--- src/rtl/stsr_pkg.sv ---
package stsr_pkg;

    localparam int NBANK   = 2;
    localparam int BYTE_W  = 8;
    localparam int DQ_W    = 16;
    localparam int ERR_W   = 3;
    localparam int UPPER_W = DQ_W - BYTE_W;

    typedef struct packed {
        logic             ready;
        logic             esusp;
        logic [ERR_W-1:0] err;
        logic             psusp;
        logic [1:0]       rsvd;
    } stat_t;

    // single-mode view: finished only when both engines are, anything else ORs
    function automatic stat_t merge_single(stat_t a, stat_t b);
        stat_t m;
        m.ready = a.ready & b.ready;
        m.esusp = a.esusp | b.esusp;
        m.err   = a.err | b.err;
        m.psusp = a.psusp | b.psusp;
        m.rsvd  = '0;
        return m;
    endfunction

    function automatic logic [DQ_W-1:0] format_bus(stat_t s, logic word);
        logic [UPPER_W-1:0] hi;
        hi = word ? {UPPER_W{1'b0}} : {UPPER_W{1'b1}};
        return {hi, s};
    endfunction

endpackage

--- src/rtl/stsr_bank.sv ---
module stsr_bank
    import stsr_pkg::*;
(
    input  logic             clk,
    input  logic             rst,
    input  logic             ready,
    input  logic             esusp,
    input  logic             psusp,
    input  logic [ERR_W-1:0] err_set,
    input  logic             clr,
    input  logic             wipe,
    output stat_t            stat
);

    logic [ERR_W-1:0] err_keep;

    always_comb begin
        err_keep = (clr || wipe) ? '0 : stat.err;
    end

    always_ff @(posedge clk) begin
        if (rst) begin
            stat <= '0;
        end else begin
            stat.ready <= ready;
            stat.esusp <= esusp;
            stat.psusp <= psusp;
            stat.err   <= err_keep | err_set;
            stat.rsvd  <= '0;
        end
    end

endmodule

--- src/rtl/stsr_capture.sv ---
module stsr_capture
    import stsr_pkg::*;
(
    input  logic            clk,
    input  logic            rst,
    input  logic            rd_req,
    input  stat_t           sel_stat,
    input  logic            status_mode,
    input  logic            word_mode,
    output logic            rd_q,
    output logic [DQ_W-1:0] dq
);

    stat_t snap;

    always_ff @(posedge clk) begin
        if (rst) begin
            rd_q <= 1'b0;
            snap <= '0;
        end else begin
            rd_q <= rd_req;
            if (rd_req && !rd_q) begin
                snap <= sel_stat;
            end
        end
    end

    always_comb begin
        dq = (status_mode && rd_q) ? format_bus(snap, word_mode) : '0;
    end

endmodule

--- src/rtl/stsr_readout.sv ---
module stsr_readout
    import stsr_pkg::*;
(
    input  logic                   clk,
    input  logic                   rst,
    input  logic                   conc_mode,
    input  logic                   ce_n,
    input  logic                   oe_n,
    input  logic                   word_mode,
    input  logic                   status_mode,
    input  logic                   bank_sel,
    input  logic                   clr_req,
    input  logic                   clr_bank,
    input  logic [1:0]             eng_ready,
    input  logic [1:0]             eng_esusp,
    input  logic [1:0]             eng_psusp,
    input  logic [2*ERR_W-1:0]     eng_err_set,
    output logic [DQ_W-1:0]        dq_out
);

    logic             conc_q;
    logic             mode_flip;
    logic [ERR_W-1:0] any_set;
    stat_t            bank_stat [NBANK];
    stat_t            sel_stat;
    logic             rd_q;

    always_ff @(posedge clk) begin
        if (rst) begin
            conc_q <= 1'b0;
        end else begin
            conc_q <= conc_mode;
        end
    end

    assign mode_flip = conc_mode ^ conc_q;

    always_comb begin
        any_set = '0;
        for (int b = 0; b < NBANK; b++) begin
            any_set = any_set | eng_err_set[b*ERR_W +: ERR_W];
        end
    end

    for (genvar b = 0; b < NBANK; b++) begin : g_bank
        logic [ERR_W-1:0] set_b;
        logic             clr_b;

        assign set_b = conc_q ? eng_err_set[b*ERR_W +: ERR_W] : any_set;
        assign clr_b = clr_req && (!conc_q || (clr_bank == 1'(b)));

        stsr_bank u_bank (
            .clk     (clk),
            .rst     (rst),
            .ready   (eng_ready[b]),
            .esusp   (eng_esusp[b]),
            .psusp   (eng_psusp[b]),
            .err_set (set_b),
            .clr     (clr_b),
            .wipe    (mode_flip),
            .stat    (bank_stat[b])
        );
    end

    always_comb begin
        if (conc_q) begin
            sel_stat = bank_sel ? bank_stat[1] : bank_stat[0];
        end else begin
            sel_stat = merge_single(bank_stat[0], bank_stat[1]);
        end
    end

    stsr_capture u_cap (
        .clk         (clk),
        .rst         (rst),
        .rd_req      (!ce_n && !oe_n),
        .sel_stat    (sel_stat),
        .status_mode (status_mode),
        .word_mode   (word_mode),
        .rd_q        (rd_q),
        .dq          (dq_out)
    );

endmodule

--- config.mk ---
export PLATFORM = sky130hd
export DESIGN_NAME = stsr_readout
export DESIGN_NICKNAME = d
export VERILOG_FILES = /design/src/rtl/stsr_pkg.sv /design/src/rtl/stsr_bank.sv /design/src/rtl/stsr_capture.sv /design/src/rtl/stsr_readout.sv
export SDC_FILE = /design/constraint.sdc
export NUM_CORES = 1
export LEC_CHECK = 0
export CORE_MARGIN = 4
export CORE_UTILIZATION = 28
export CTS_CLUSTER_DIAMETER = 40
export CTS_CLUSTER_SIZE = 20
export DETAILED_ROUTE_END_ITERATION = 7
export DONT_BUFFER_PORTS = 1
export GPL_TIMING_DRIVEN = 0
export SLEW_MARGIN = 20
export SYNTH_ARGS = -nofsm -noshare
export SYNTH_HDL_FRONTEND = slang
export SYNTH_SLANG_ARGS = --single-unit
--- constraint.sdc ---
create_clock -name clk -period 1.5 [get_ports clk]
set_input_delay 0.075 -clock clk [delete_from_list [all_inputs] [get_ports clk]]
set_output_delay 0.075 -clock clk [all_outputs]
set_load 0.005 [all_outputs]
==> results.sh <==
export IMPL_outcome="finished, final reports clean"
export IMPL_finalSetupTns_ns=0
export IMPL_arrival_ns=1.58
export IMPL_setup_viol=0
export IMPL_port_buffer_count=0
export IMPL_cp_top_family="simple AND/OR/NAND/NOR gates"
export IMPL_layout_min_cycle_time_ns=1.34
export IMPL_ioPinCount=38
export IMPL_overflow=0
export IMPL_max_stage_delay_ns=0.42
export IMPL_crit_chain="or3_4 -> buf_6 -> a211o_1 -> a21oi_1"
export IMPL_ys_ff_latch=20
export IMPL_cp_max_fo=10
export IMPL_initial_core_util_pct=29.9
export IMPL_total_power_uw=979
export IMPL_cts_made_buffers=3
export IMPL_antennaDiodeCount=0
export IMPL_die_area_sq_mm=0.00433
export IMPL_cts_tree="yes"
export IMPL_die_h_microns=65.8
export IMPL_rsz0062_at_grt="no"
export IMPL_peakVddDrop_v=0.000447
export IMPL_top_layer_used="met4"
export IMPL_drtIter0Drc=6
export IMPL_cts_sinks=20
export IMPL_grt_pass1_vias=775
export IMPL_htree_levels=1
export IMPL_power_leakage_uw=0.000481
export IMPL_clk_latency_ns=0.30
export IMPL_place_ws_ns=0.165
export IMPL_route_met2_wl_microns=838
export IMPL_drc=0
export IMPL_maxSlewViolCount=0
export IMPL_netlist_instances=105
export IMPL_grt_antenna_before_repair=0
export IMPL_start_kind="flip-flop"
export IMPL_final_area_sq_mm=0.00118
export IMPL_wl_met3_microns=203
export IMPL_via_per_inst=4.59
export IMPL_rows=20
export IMPL_final_hold_violation_count=0
export IMPL_antenna_left=0
export IMPL_p_per_area_mw_per_mm2=829
export IMPL_post_cts_buffers=0
export IMPL_wl_met1_microns=887
export IMPL_cts_root_buf="clkbuf_4"
export IMPL_grt_pass1_wl_mm=3.31
export IMPL_clock_path_buffers=2
export IMPL_vias=776
export IMPL_syn_avg_cell_area_sq_um=8.91
export IMPL_period_share_pct=89.5
export IMPL_worstPathRequired_ns=1.73
export IMPL_synth_warnings=0
export IMPL_synth_distinct_cells=21
export IMPL_dp_hpwl_mm=1.44
export IMPL_clock_skew_ns=0.00354
export IMPL_whs_ns=0.0729
export IMPL_fin_nets=149
export IMPL_drv_cap=0
export IMPL_crit_type="flip-flop to flip-flop"
export IMPL_holdCritPathClass="primary input to flip-flop"
export IMPL_core_sq_mm=0.00313
export IMPL_wl_per_cell_microns=11.7
export IMPL_clk_pin_slew_worst_paths_ns=0.10
export IMPL_synth_area_sq_um=936
export IMPL_drive_gt1_share_pct=18.4
export IMPL_dpl_cell_area_sq_um=995
export IMPL_ys_seq_area_share_pct=42.8
export IMPL_grt_max_degree=11
export IMPL_syn_to_final_growth_pct=26.1
export IMPL_fin_ws_ns=0.157
export IMPL_endpoint_kind="flip-flop"
export IMPL_routed_wl_mm=1.98
export IMPL_die_w_microns=65.8
export IMPL_grt_usage_pct=9.94
export IMPL_cpMaxStageDelayCell="or3_4"
export IMPL_max_freq_mhz=745
export IMPL_place_congestion=0.682
export IMPL_drt_pass1_iterations=4
export IMPL_path_buf_inv=1
[layout make-up]
| cell class | instances | area (sq um) |
|---|---|---|
| Buffer | 14 | 95.1 |
| Clock buffer | 3 | 22.5 |
| Fill cell | 304 | 1950 |
| Inverter | 1 | 3.75 |
| Multi-Input combinational cell | 71 | 443 |
| Sequential cell | 20 | 400 |
| Tap cell | 44 | 55.1 |
| Timing Repair Buffer | 16 | 160 |
[repair_timing]
action	CTS	global route
hold buffers	16	0
resized for setup	0	1
endpoints found under the setup margin	0	7
hold endpoints to repair	14	0
[logic make-up (layout without fill, tap and decap cells)]
kind of cell    after synthesis  after routing  synth area share (%)
simple gates                 38             38                  22.9
other cells                   1              2                 0.401
flops                        20             20                  42.8
compound gates               25             25                  16.8
buf+inv                      15             34                  10.6
mux                           6              6                  6.55
[power breakdown]
part	internal [uW]	switching (uW)
Sequential	565	20.5
Combinational	84.5	64.9
Clock	93.7	150
[layout by cell type (no fill, tap or decap)]
| cell | instances |
|---|---|
| clkbuf_4 | 3 |
| and3_2 | 6 |
| nand2_1 | 7 |
| a21oi_1 | 11 |
| inv_1 | 1 |
| a31oi_1 | 2 |
| nor2_2 | 1 |
| conb_1 | 2 |
| mux2i_1 | 5 |
| nor3_1 | 3 |
| or3_4 | 1 |
| a211o_1 | 5 |
| clkbuf_1 | 3 |
| dfxtp_1 | 20 |
| o22ai_1 | 6 |
| nand2b_1 | 7 |
| a221oi_1 | 1 |
| nor2b_1 | 8 |
| dlygate4sd3_1 | 16 |
| buf_4 | 9 |
| buf_2 | 1 |
| buf_6 | 1 |
| mux2_2 | 1 |
| nor2_1 | 5 |
[state kept, by name, summed over array words and instances, names as in the netlist]
| name | flops |
|---|---|
| conc_q | 1 |
| u_cap.rd_q | 1 |
| g_bank.u_bank.stat | 12 |
| u_cap.snap | 6 |
[path summary, 6_finish.rpt]
kind	slack, ns	start	cells past startpoint	end
max	0.16	u_cap.rd_q	4	u_cap.snap[2]
min	0.07	ce_n	3	u_cap.snap[3]
max reg2reg	0.16	u_cap.rd_q	4	u_cap.snap[2]
min reg2reg	0.47	u_cap.snap[5]	2	u_cap.snap[5]
[per-stage QoR]
| step | instances | util (%) |
|---|---|---|
| after global placement | 150 | 31.8 |
| after detailed placement | 150 | 31.8 |
| final | 169 | 37.7 |
| after CTS | 169 | 37.6 |
| after global routing | 169 | 37.7 |
| after floorplan | 106 | - |
[worst register-to-register path: stages (launching register included)]
cell     delay (ns)
dfxtp_1        0.37
or3_4          0.42
buf_6          0.15
a211o_1        0.22
a21oi_1        0.13
[synth_stat cells]
cell type  instances  area share (%)
and3_2             6             4.8
nor2b_1            8             5.3
mux2_2             1             1.2
nand2b_1           7             4.7
inv_1              1            0.40
buf_2              1            0.53
a31oi_1            2             1.3
or3_4              1             1.2
conb_1             1            0.40
buf_4              9             7.2
a211o_1            5             4.7
mux2i_1            5             5.3
nor3_1             3             1.6
clkbuf_1           3             1.2
a221oi_1           1            0.94
nand2_1            7             2.8
o22ai_1            6             4.0
a21oi_1           11             5.9
dfxtp_1           20              43
nor2_1             6             2.4
buf_6              1             1.2
[routing by layer]
metal,vias up,global-route usage (%)
met3,7,3.57
met1,334,11.2
met4,0,5.44
met2,36,16.1
met5,-,0
li1,399,-
No activity file was read; power rests on OpenSTA's default activity.
